--- src/rtl/stepseq_pkg.sv ---
package stepseq_pkg;
  localparam int FIELD_W = 4;
  localparam int SEL_W   = 2;

  localparam logic [FIELD_W-1:0] FLD_SETTINGS = 4'd8;
  localparam logic [FIELD_W-1:0] FLD_TIMEOUT  = 4'd9;
  localparam logic [FIELD_W-1:0] FLD_GPOVAL   = 4'd10;
  localparam logic [FIELD_W-1:0] FLD_COUNT    = 4'd11;

  // strobes the control side issues to the datapath, one set per motor
  typedef struct packed {
    logic advance;
    logic pwrSet;
    logic pwrClr;
  } motor_strobe_t;
endpackage

--- src/rtl/stepseq_datapath.sv ---
module stepseq_datapath
  import stepseq_pkg::*;
#(
  parameter int NUM_MOTORS = 2,
  parameter int PHASES     = 4,
  parameter int DEPTH      = 8,
  parameter int DATA_W     = 16
) (
  input  logic                                 clk,
  input  logic                                 rstN,
  input  logic                                 wrEn,
  input  logic [((NUM_MOTORS > 1) ? $clog2(NUM_MOTORS) : 1)+FIELD_W-1:0] wrAddr,
  input  logic [DATA_W-1:0]                    wrData,
  input  motor_strobe_t [NUM_MOTORS-1:0]       strobe,
  output logic [NUM_MOTORS-1:0]                gpoMode,
  output logic [NUM_MOTORS-1:0][SEL_W-1:0]     intervalSel,
  output logic [NUM_MOTORS-1:0][DATA_W-1:0]    timeoutVal,
  output logic [NUM_MOTORS-1:0]                pwrOn,
  output logic [NUM_MOTORS*PHASES-1:0]         motorOut,
  output logic [NUM_MOTORS-1:0]                powerEn
);
  localparam int MSEL_W = (NUM_MOTORS > 1) ? $clog2(NUM_MOTORS) : 1;
  localparam int ADDR_W = MSEL_W + FIELD_W;
  localparam int IDX_W  = (DEPTH > 1) ? $clog2(DEPTH) : 1;

  logic [FIELD_W-1:0] field;
  assign field = wrAddr[FIELD_W-1:0];

  for (genvar m = 0; m < NUM_MOTORS; m++) begin : g_motor
    logic [PHASES-1:0] patTable [DEPTH];
    logic [IDX_W-1:0]  lenM1, idx, nextIdx;
    logic              revDir, gpo, pwr, wrHit;
    logic [SEL_W-1:0]  sel;
    logic [DATA_W-1:0] tmo;
    logic [PHASES-1:0] gpoVal;

    assign wrHit = wrEn && (wrAddr[ADDR_W-1:FIELD_W] == MSEL_W'(m));

    always_ff @(posedge clk) begin
      if (!rstN) begin
        for (int e = 0; e < DEPTH; e++) patTable[e] <= '0;
        lenM1  <= '0;
        revDir <= 1'b0;
        sel    <= '0;
        gpo    <= 1'b0;
        tmo    <= '0;
        gpoVal <= '0;
      end else if (wrHit) begin
        if (field < FIELD_W'(DEPTH)) begin
          patTable[field[IDX_W-1:0]] <= wrData[PHASES-1:0];
        end else if (field == FLD_SETTINGS) begin
          lenM1  <= wrData[IDX_W-1:0];
          revDir <= wrData[IDX_W];
          sel    <= wrData[IDX_W+SEL_W:IDX_W+1];
          gpo    <= wrData[IDX_W+SEL_W+1];
        end else if (field == FLD_TIMEOUT) begin
          tmo <= wrData;
        end else if (field == FLD_GPOVAL) begin
          gpoVal <= wrData[PHASES-1:0];
        end
      end
    end

    // index successor with wrap in both directions
    always_comb begin
      if (revDir) begin
        nextIdx = (idx == '0 || idx > lenM1) ? lenM1 : idx - 1'b1;
      end else begin
        nextIdx = (idx >= lenM1) ? '0 : idx + 1'b1;
      end
    end

    always_ff @(posedge clk) begin
      if (!rstN) begin
        idx <= '0;
        pwr <= 1'b0;
      end else begin
        if (strobe[m].advance) idx <= nextIdx;
        if (strobe[m].pwrSet)      pwr <= 1'b1;
        else if (strobe[m].pwrClr) pwr <= 1'b0;
      end
    end

    assign gpoMode[m]     = gpo;
    assign intervalSel[m] = sel;
    assign timeoutVal[m]  = tmo;
    assign pwrOn[m]       = pwr;
    assign powerEn[m]     = pwr && !gpo;
    assign motorOut[m*PHASES +: PHASES] =
      gpo ? gpoVal : (pwr ? patTable[idx] : '0);
  end
endmodule

--- src/rtl/stepseq_ctrl.sv ---
module stepseq_ctrl
  import stepseq_pkg::*;
#(
  parameter int NUM_MOTORS = 2,
  parameter int DATA_W     = 16,
  parameter int LINE_BASE  = 4
) (
  input  logic                              clk,
  input  logic                              rstN,
  input  logic                              wrEn,
  input  logic [((NUM_MOTORS > 1) ? $clog2(NUM_MOTORS) : 1)+FIELD_W-1:0] wrAddr,
  input  logic [DATA_W-1:0]                 wrData,
  input  logic [NUM_MOTORS-1:0]             gpoMode,
  input  logic [NUM_MOTORS-1:0][SEL_W-1:0]  intervalSel,
  input  logic [NUM_MOTORS-1:0][DATA_W-1:0] timeoutVal,
  input  logic [NUM_MOTORS-1:0]             pwrOn,
  output motor_strobe_t [NUM_MOTORS-1:0]    strobe,
  output logic [NUM_MOTORS-1:0]             busy
);
  localparam int MSEL_W       = (NUM_MOTORS > 1) ? $clog2(NUM_MOTORS) : 1;
  localparam int ADDR_W       = MSEL_W + FIELD_W;
  localparam int MAX_INTERVAL = LINE_BASE << ((1 << SEL_W) - 1);
  localparam int TICK_W       = (MAX_INTERVAL > 1) ? $clog2(MAX_INTERVAL) : 1;

  for (genvar m = 0; m < NUM_MOTORS; m++) begin : g_motor
    logic [TICK_W-1:0] tickCnt, reloadVal;
    logic [DATA_W-1:0] remaining, idleCnt;
    logic              loadHit, running, stepNow, idleOut;

    assign loadHit = wrEn && (wrAddr[ADDR_W-1:FIELD_W] == MSEL_W'(m)) &&
                     (wrAddr[FIELD_W-1:0] == FLD_COUNT) && !gpoMode[m] &&
                     (wrData != '0);
    assign reloadVal = TICK_W'((LINE_BASE << intervalSel[m]) - 1);
    assign running   = !gpoMode[m] && !loadHit;
    assign stepNow   = running && (remaining != '0) && (tickCnt == '0);
    assign idleOut   = running && (remaining == '0) && pwrOn[m] && (idleCnt == '0);

    always_ff @(posedge clk) begin
      if (!rstN) begin
        tickCnt   <= '0;
        remaining <= '0;
        idleCnt   <= '0;
      end else if (loadHit) begin
        remaining <= wrData;
        tickCnt   <= reloadVal;
        idleCnt   <= timeoutVal[m];
      end else if (running) begin
        if (remaining != '0) begin
          if (tickCnt == '0) begin
            tickCnt   <= reloadVal;
            remaining <= remaining - 1'b1;
            idleCnt   <= timeoutVal[m];
          end else begin
            tickCnt <= tickCnt - 1'b1;
          end
        end else if (pwrOn[m] && idleCnt != '0) begin
          idleCnt <= idleCnt - 1'b1;
        end
      end
    end

    assign strobe[m] = '{advance: stepNow, pwrSet: loadHit, pwrClr: idleOut};
    assign busy[m]   = (remaining != '0);
  end
endmodule

--- src/rtl/stepper_phase_seq.sv ---
module stepper_phase_seq
  import stepseq_pkg::*;
#(
  parameter int NUM_MOTORS = 2,
  parameter int PHASES     = 4,
  parameter int DEPTH      = 8,
  parameter int DATA_W     = 16,
  parameter int LINE_BASE  = 4
) (
  input  logic                         clk,
  input  logic                         rstN,
  input  logic                         wrEn,
  input  logic [4:0]                   wrAddr,
  input  logic [DATA_W-1:0]            wrData,
  output logic [NUM_MOTORS*PHASES-1:0] motorOut,
  output logic [NUM_MOTORS-1:0]        powerEn,
  output logic [NUM_MOTORS-1:0]        busy
);
  motor_strobe_t [NUM_MOTORS-1:0]    strobe;
  logic [NUM_MOTORS-1:0]             gpoMode;
  logic [NUM_MOTORS-1:0][SEL_W-1:0]  intervalSel;
  logic [NUM_MOTORS-1:0][DATA_W-1:0] timeoutVal;
  logic [NUM_MOTORS-1:0]             pwrOn;

  stepseq_datapath #(
    .NUM_MOTORS(NUM_MOTORS), .PHASES(PHASES), .DEPTH(DEPTH), .DATA_W(DATA_W)
  ) i_datapath (
    .clk(clk), .rstN(rstN), .wrEn(wrEn), .wrAddr(wrAddr), .wrData(wrData),
    .strobe(strobe), .gpoMode(gpoMode), .intervalSel(intervalSel),
    .timeoutVal(timeoutVal), .pwrOn(pwrOn), .motorOut(motorOut),
    .powerEn(powerEn)
  );

  stepseq_ctrl #(
    .NUM_MOTORS(NUM_MOTORS), .DATA_W(DATA_W), .LINE_BASE(LINE_BASE)
  ) i_ctrl (
    .clk(clk), .rstN(rstN), .wrEn(wrEn), .wrAddr(wrAddr), .wrData(wrData),
    .gpoMode(gpoMode), .intervalSel(intervalSel), .timeoutVal(timeoutVal),
    .pwrOn(pwrOn), .strobe(strobe), .busy(busy)
  );
endmodule

--- config.mk ---
export PLATFORM = sky130hd
export DESIGN_NAME = stepper_phase_seq
export DESIGN_NICKNAME = d
export VERILOG_FILES = /design/src/rtl/stepseq_pkg.sv /design/src/rtl/stepseq_datapath.sv /design/src/rtl/stepseq_ctrl.sv /design/src/rtl/stepper_phase_seq.sv
export SDC_FILE = /design/constraint.sdc
export NUM_CORES = 1
export LEC_CHECK = 0
export BUFFER_PORTS_ARGS = -buffer_cell sky130_fd_sc_hd__clkbuf_2
export CAP_MARGIN = 20
export CORE_ASPECT_RATIO = 1.25
export CORE_MARGIN = 2
export CORE_UTILIZATION = 57
export CTS_BUF_LIST = sky130_fd_sc_hd__clkbuf_16
export DETAILED_ROUTE_END_ITERATION = 10
export GPL_ROUTABILITY_DRIVEN = 0
export HOLD_SLACK_MARGIN = 0.08
export PLACE_DENSITY = 0.81
export SLEW_MARGIN = 20
export SYNTH_ARGS = -nofsm -noshare
export SYNTH_HDL_FRONTEND = slang
export SYNTH_SLANG_ARGS = --single-unit
--- constraint.sdc ---
create_clock -name clk -period 2.1 [get_ports clk]
set_input_delay 0 -clock clk [delete_from_list [all_inputs] [get_ports clk]]
set_output_delay 0 -clock clk [all_outputs]
set_load 0.05 [all_outputs]
* After elaboration in Yosys (flattened, before gate mapping)
Memory sizes are Yosys's and may differ from the RTL's. A register that Yosys moved wholly into a read port is not among the register bits.
Index checks and enable logic that the tools add are counted.
** Cells by class
- Add/sub/neg operators :: 12
- $mul :: 0
- Divide/modulo/power cells :: 0
- Order comparisons :: 5
- Equal/unequal tests :: 6
- Shift-type cells :: 2
- Muxes and demuxes :: 58
- Bitwise operators :: 4
- Reduce and logical (&&, ||, !) cells :: 67
** Operators by type and width (number)
- $mux 16 :: 18
- $reduce_bool 16->1 :: 5
- $logic_not 16->1 :: 4
- $sub 16x1->16 const B :: 4
- $mux 5 :: 8
- $mux 3 :: 12
- $logic_and 1x1->1 :: 24
- $mux 4 :: 6
- $reduce_and 3->1 :: 6
- $eq 4x4->1 const B :: 4
- $reduce_bool 2->1 :: 8
- $mux 1 :: 14
- $logic_not 5->1 :: 2
- $reduce_and 5->1 :: 2
- $shl 3x2->5 const A :: 2
- $sub 5x1->5 const B :: 2
- $sub 5x2->5 const B :: 2
- $reduce_and 4->1 :: 2
- $reduce_or 4->1 :: 2
- $add 3x1->3 const B :: 2
- $ge 3x3->1 :: 2
- $gt 3x3->1 :: 2
- $logic_not 3->1 :: 2
- $ne 3x1->1 const B :: 2
- 7 further kinds :: 17
** Storage, ports and cells
- Register bits :: 136
- Latch bits :: 0
- Memory bits (writable) :: 64
- ROM bits :: 0
- Bits of input ports :: 24
- Output and inout port bits :: 12
- Memories kept :: 2
** Memory list
- i_datapath.g_motor[0].patTable :: words 8, width 4, read ports 1, clocked after Yosys merged registers in 1, wr ports 8, RTL line stepseq_datapath.sv:30 : logic [PHASES-1:0] patTable [DEPTH];
- i_datapath.g_motor[1].patTable :: words 8, width 4, read ports 1, clocked after Yosys merged registers in 1, wr ports 8, RTL line stepseq_datapath.sv:30

* Longest topological paths before layout
- Depth in word-level cells :: 12
- Gate-level depth with buffers :: 10

* Cells and area by module
A second synthesis with hierarchy kept.
** Unflattened totals
- Cell total of the unflattened synthesis :: 1225
- Area total of the unflattened synthesis :: 11113.2 µm²
** By module, submodules not included
- stepseq_datapath :: instances 1, cells an instance 557, area an instance 6158.4 µm²
- stepseq_ctrl :: instances 1, cells an instance 668, area an instance 4954.8 µm²

* Worst setup path after synthesis
No wires, ideal clock.
- Kind :: flip-flop to flip-flop
- Start point :: register i_ctrl.g_motor[1].remaining[0]
- End point :: register i_ctrl.g_motor[1].idleCnt[13]
- Setup time :: 0.070 ns
- Arrival :: 2.573 ns
- Data required time :: 2.030 ns
- Slack :: -0.543 ns
- Stages on the path, launching flop included :: 10
- Cell sequence :: dfxtp_1 inv_1 ha_1 nor4b_1 nand4_1 nand2_1 and3_1 buf_2 o21bai_1 o2bb2ai_1
** Between the ends
- Word-level cells in the longest chain between the ends :: 4
** RTL lines
- from (decl) :: RTL line stepseq_ctrl.sv:27 : logic [DATA_W-1:0] remaining, idleCnt;
- from (signal assigned) :: RTL line stepseq_ctrl.sv:44 : remaining <= wrData;
- from (signal assigned) :: RTL line stepseq_ctrl.sv:51 : remaining <= remaining - 1'b1;
- $reduce_bool 16->1 (*)
- net busy[1] :: RTL line stepper_phase_seq.sv:17 : output logic [NUM_MOTORS-1:0] busy
- $mux 16 :: RTL line stepseq_ctrl.sv:48 : if (remaining != '0) begin
- $mux 16 :: RTL line stepseq_ctrl.sv:47 : end else if (running) begin
- $mux 16 :: RTL line stepseq_ctrl.sv:43 : end else if (loadHit) begin
- to (signal assigned) :: RTL line stepseq_ctrl.sv:46 : idleCnt <= timeoutVal[m];
- to (signal assigned) :: RTL line stepseq_ctrl.sv:52 : idleCnt <= timeoutVal[m];
- to (signal assigned) :: RTL line stepseq_ctrl.sv:57 : idleCnt <= idleCnt - 1'b1;
- to (decl) :: RTL line stepseq_ctrl.sv:27
The timed path passes the listed nets; every way through them passes the cells marked *. The select of a mux whose other input is x is not followed.
A chain may end at the register's enable or synchronous reset.

* Final worst setup path
- Start point :: register i_ctrl.g_motor[0].remaining[0]
- End point :: register i_ctrl.g_motor[0].idleCnt[13]
** Between the ends
- Word-level cells in the longest chain between the ends :: 4
** RTL lines (RTL line)
- from (decl) :: stepseq_ctrl.sv:27
- from (signal assigned) :: stepseq_ctrl.sv:44
- from (signal assigned) :: stepseq_ctrl.sv:51
- $reduce_bool 16->1 (*) :: stepseq_ctrl.sv:48
- $mux 16 :: stepseq_ctrl.sv:48
- $mux 16 :: stepseq_ctrl.sv:47
- $mux 16 :: stepseq_ctrl.sv:43
- to (signal assigned) :: stepseq_ctrl.sv:46
- to (signal assigned) :: stepseq_ctrl.sv:52
- to (signal assigned) :: stepseq_ctrl.sv:57
- to (decl) :: stepseq_ctrl.sv:27
Every way passes the cells marked *; elsewhere a longest branch is shown, timed or not. The select of a mux whose other input is x is not followed.

==> summary by stage <==
Status
The flow ran to the end, but the final reports show violations. The final reports fail on negative setup slack.

Yosys
Counting flops with a built-in enable in the synthesized netlist gives 64. The total standard cell area after synthesis is 10,860 um2. The share of synthesized area occupied by flip-flops and latches is 43.86%. Counting every net in the synthesized netlist gives 1,244. The most instantiated flip-flop cell in the synthesis netlist is sky130_fd_sc_hd__dfxtp_1. The proportion of register bits with asynchronous set or reset after synthesis is 0%. The count of cell types in the netlist is 79.

The mean area per synthesized cell is 9.037 um2. The Yosys warning count is 0. Counting flops and latches in the post-synthesis netlist gives 206. The count of mapped cells out of synthesis is 1,202.

Routing
The iteration-0 DRC count of the detailed router is between 1,000 and 1,500. The via count of the routed design is 10,145. The number of iterations in the first detailed-routing pass is 5.

In the routed layout, each cell is associated on average with a via count of 6.449. After detailed routing, the average wire length per cell comes to between 20 and 25 um. The DRC violation count after routing is 0. The remaining antenna violation count after routing is 0. The detailed-route wire length is 31,710 um.

Power and ir drop
Sequential cells account for between 20% and 30% of the total power. For this design the ratio of total power to cell area is between 1000 and 1500 nW/um2. The cell-internal power is 10.84 mW. Combinational logic burns around 51% of the power. The share of total power dissipated in the clock network is 20.6%. Summed over all cells, the static leakage comes to 5.112 nW.

The maximum vdd ir drop is 1000 uV. Net switching is around 40% of the power. Summed over all nets, the switching power comes to 7.076 mW.

Timing
At the pin with the least slew margin, the transition time is a little under 0.8 ns. The final setup skew is about 0.022 ns. The remaining max-slew budget at the tightest pin is 48.61%.

The hold violation count in the final report came to 0. The final number of max-transition violations is 0. Counting I/O delays and the setup requirement, the final critical path takes 2.194 ns. Timing would allow up to 455.8 MHz. Once routing completed, OpenROAD measured the worst setup slack at -0.09409 ns.

Setup repair after global routing could not meet its margin everywhere. The final cycle utilization of the critical path is 104.5%. The final setup violation count is 2.

Clock network
The clock drives slightly above 200 sinks. Clock latency on the worst-skew pair, taken at its later pin, is 0.51 ns. The clock tree root buffer cell is sky130_fd_sc_hd__clkbuf_16. Clock tree synthesis inserted a total of 22 buffers.

The register clock-pin slew on the reported worst setup and hold paths is 0.06 ns. In this run the deepest clock path goes through 3 buffers. In this run the number of H-tree levels came out at 1. The clock tree from TritonCTS is yes.

Finish
In the final layout, the multi-input gates occupy a little over 6000 um2. The post-layout instance count excluding filler cells is between 1,500 and 2,000. 0 antenna diodes ended up in the layout.

The post-synthesis to final-layout area growth is 24.04%. Counting the fill cells in the layout gives 1,265. The final net count is 1,369. Summing all flip-flop and latch instances after layout gives 4773 um2.

The share of post-route cells with drive strength above 1 is 24.09%.

Global routing
The number of antenna violations at the first check in global routing is 0. The wire length of the first global-routing pass is approximately 47,000 um. The global routing usage summed across all routing layers is between 20 and 30%. Entering global routing, the biggest net connects 107 pins. The number of global-route vias before repair is 9,360. Summed over all layers, the global routing overflow is 0.

Flow run
The number of maximum-capacitance violations is 0.

Floorplan
The standard cell core area is 18,710 um2. The die span in y is 158.3 um. The total I/O pin count is 36. The die covers 20,190 um2.

The initial utilization of the core area, before any placement, comes to between 50% and 60%. The number of rows in the core area is 56. The die span in x is around 130 um.

Setup path
The critical path data arrival time is 2.56 ns. STA classifies the critical path startpoint as a flip-flop. The maximum fanout along the worst path is 10. The type of the setup path with the least slack is flip-flop to flip-flop. The type of element capturing the critical path is a flip-flop. At the worst endpoint, the required time is 2.46 ns.

Place
The count of placed standard cells including taps is 1,502. Once detailed placement completed, the half-perimeter wirelength came to 19,920 um. The number of input and output port buffers inserted is 35. The worst setup slack after placement is -0.01748 ns.

Worst hold path
The worst hold path belongs to the class input pin to flip-flop.
==> timing repair <==
action	in CTS	in global routing
setup endpoints to repair	23	88
endpoints found under the hold margin	55	0
gates cloned	0	5
buffers inserted	0	12
pin swaps	0	21
hold buffers	16	0
gates resized for setup	17	102
==> synthesized netlist by cell type, drive strengths merged (9+ instances only) <==
master	number	area share [%]
o21ai	52	2.4
buf	21	0.97
nand3	24	1.1
nor4b	10	0.92
clkbuf	57	2.0
edfxtp	64	18
nor3	36	2.0
nor4	23	1.3
nor2	101	3.5
nand2	139	4.8
and2	72	4.1
dfxtp	142	26
a21o	11	0.76
mux2i	57	5.3
a21oi	106	5.0
inv	35	1.2
o32ai	11	0.96
nand4	9	0.52
nand2b	18	1.0
or3	21	1.2
ha	18	2.1
a31oi	10	0.58
mux4	16	3.3
==> flip-flops by register name, summed over array words and instances, names as in the netlist, 4 cells and up, named ones only <==
name                         flops
i_ctrl.g_motor.tickCnt          10
i_datapath.g_motor.tmo          32
i_datapath.g_motor.sel           4
i_datapath.g_motor.lenM1         6
i_datapath.g_motor.idx           6
i_datapath.g_motor.gpoVal        8
i_datapath.g_motor.patTable     64
i_ctrl.g_motor.remaining        32
i_ctrl.g_motor.idleCnt          32
==> kinds of logic after synthesis <==
group	after synthesis	synth area share [%]
multiplexers	76	8.880
XOR/XNOR	2	0.1613
AO/OA/AOI/OAI	292	17.40
flip-flops	206	43.86
adder cells (fa/ha/maj)	18	2.073
AND/OR/NAND/NOR	495	23.46
buffers and inverters	113	4.158
==> power groups by stage <==
stage,sequential [mW],clock (mW),combinational [mW]
final,5.06,3.69,9.17
after global routing,5.12,3.85,9.76
after CTS,4.99,3.71,7.57
after detailed placement,5.06,0,7.35
after global placement,5.04,0,7.19
after floorplan,4.97,0,5.08
==> cells in the final DEF, fill, tap and decap left out, drive strengths merged, types with 7 or more instances in the layout <==
master / count
dfxtp: 142
nand4: 9
clkinv: 10
nand3: 24
o211ai: 7
nor2: 101
o31ai: 7
a21oi: 106
o21ai: 52
o221ai: 7
mux2i: 57
o32ai: 11
nor3b: 7
edfxtp: 64
clkbuf: 53
inv: 38
nand2b: 18
buf: 131
o21a: 7
o22ai: 7
nor3: 36
mux4: 16
a21o: 11
nor4: 23
nor4b: 10
a31oi: 10
or3: 21
dlygate4sd3: 16
and2: 72
nand2: 139
ha: 18
o41ai: 7
==> layout make-up <==
| type | instances | area share, % |
|---|---|---|
| clock buffer | 22 | 4.086 |
| clock inverter | 16 | 0.9379 |
| inverter | 35 | 0.9843 |
| multi-input combinational | 884 | 45.66 |
| sequential | 206 | 35.43 |
| tap | 232 | 2.154 |
| timing repair buffer | 178 | 10.75 |
==> layer usage <==
layer  vias up  global-route usage, %  wire [um]
met4         0                  10.36       1282
met1      4899                  37.46      12280
met2       474                  51.13      15530
met3       108                  3.629       2619
li1       4664                      -          -
met5         -                      0          0
==> worst max-delay path: stages, from the launching register on <==
cell and delay (ns):
sky130_fd_sc_hd__dfxtp_2 0.34, sky130_fd_sc_hd__inv_2 0.07, sky130_fd_sc_hd__ha_4 0.12, sky130_fd_sc_hd__nor4b_4 0.28, sky130_fd_sc_hd__nand4_1 0.15, sky130_fd_sc_hd__buf_4 0.19, sky130_fd_sc_hd__a21oi_4 0.16, sky130_fd_sc_hd__buf_6 0.14
sky130_fd_sc_hd__clkbuf_16 0.17, sky130_fd_sc_hd__mux2i_1 0.30, sky130_fd_sc_hd__o32ai_2 0.13
==> final timing paths <==
| check | from | to | slack [ns] | cells after the start |
|---|---|---|---|---|
| setup reg to reg | i_ctrl.g_motor[0].remaining[0] | i_ctrl.g_motor[0].idleCnt[13] | -0.09 | 10 |
| hold reg to reg | i_datapath.g_motor[1].tmo[4] | i_datapath.g_motor[1].tmo[4] | 0.45 | 2 |
| setup / recovery | i_ctrl.g_motor[0].remaining[0] | i_ctrl.g_motor[0].idleCnt[13] | -0.09 | 10 |
| hold / removal | wrAddr[0] | i_ctrl.g_motor[1].remaining[5] | 0.11 | 5 |
==> per-stage QoR <==
stage / cell area (um2) / hold WS [ns] / total power, mW / TNS (ns) / util, %
finish: 13470 / 0.1060 / 17.91 / -0.1109 / 72.02
global route: 13470 / 0.1904 / 18.72 / -1.495 / 72.02
CTS: 12860 / 0.1035 / 16.27 / 0 / 68.73
detailed placement: 11960 / 0.3277 / 12.41 / -0.04191 / 63.92
global placement: 11960 / 0.3154 / 12.24 / 0 / 63.92
floorplan: 10950 / 0.1360 / 10.05 / -6.001 / -
(Power assumes the default switching activity.)
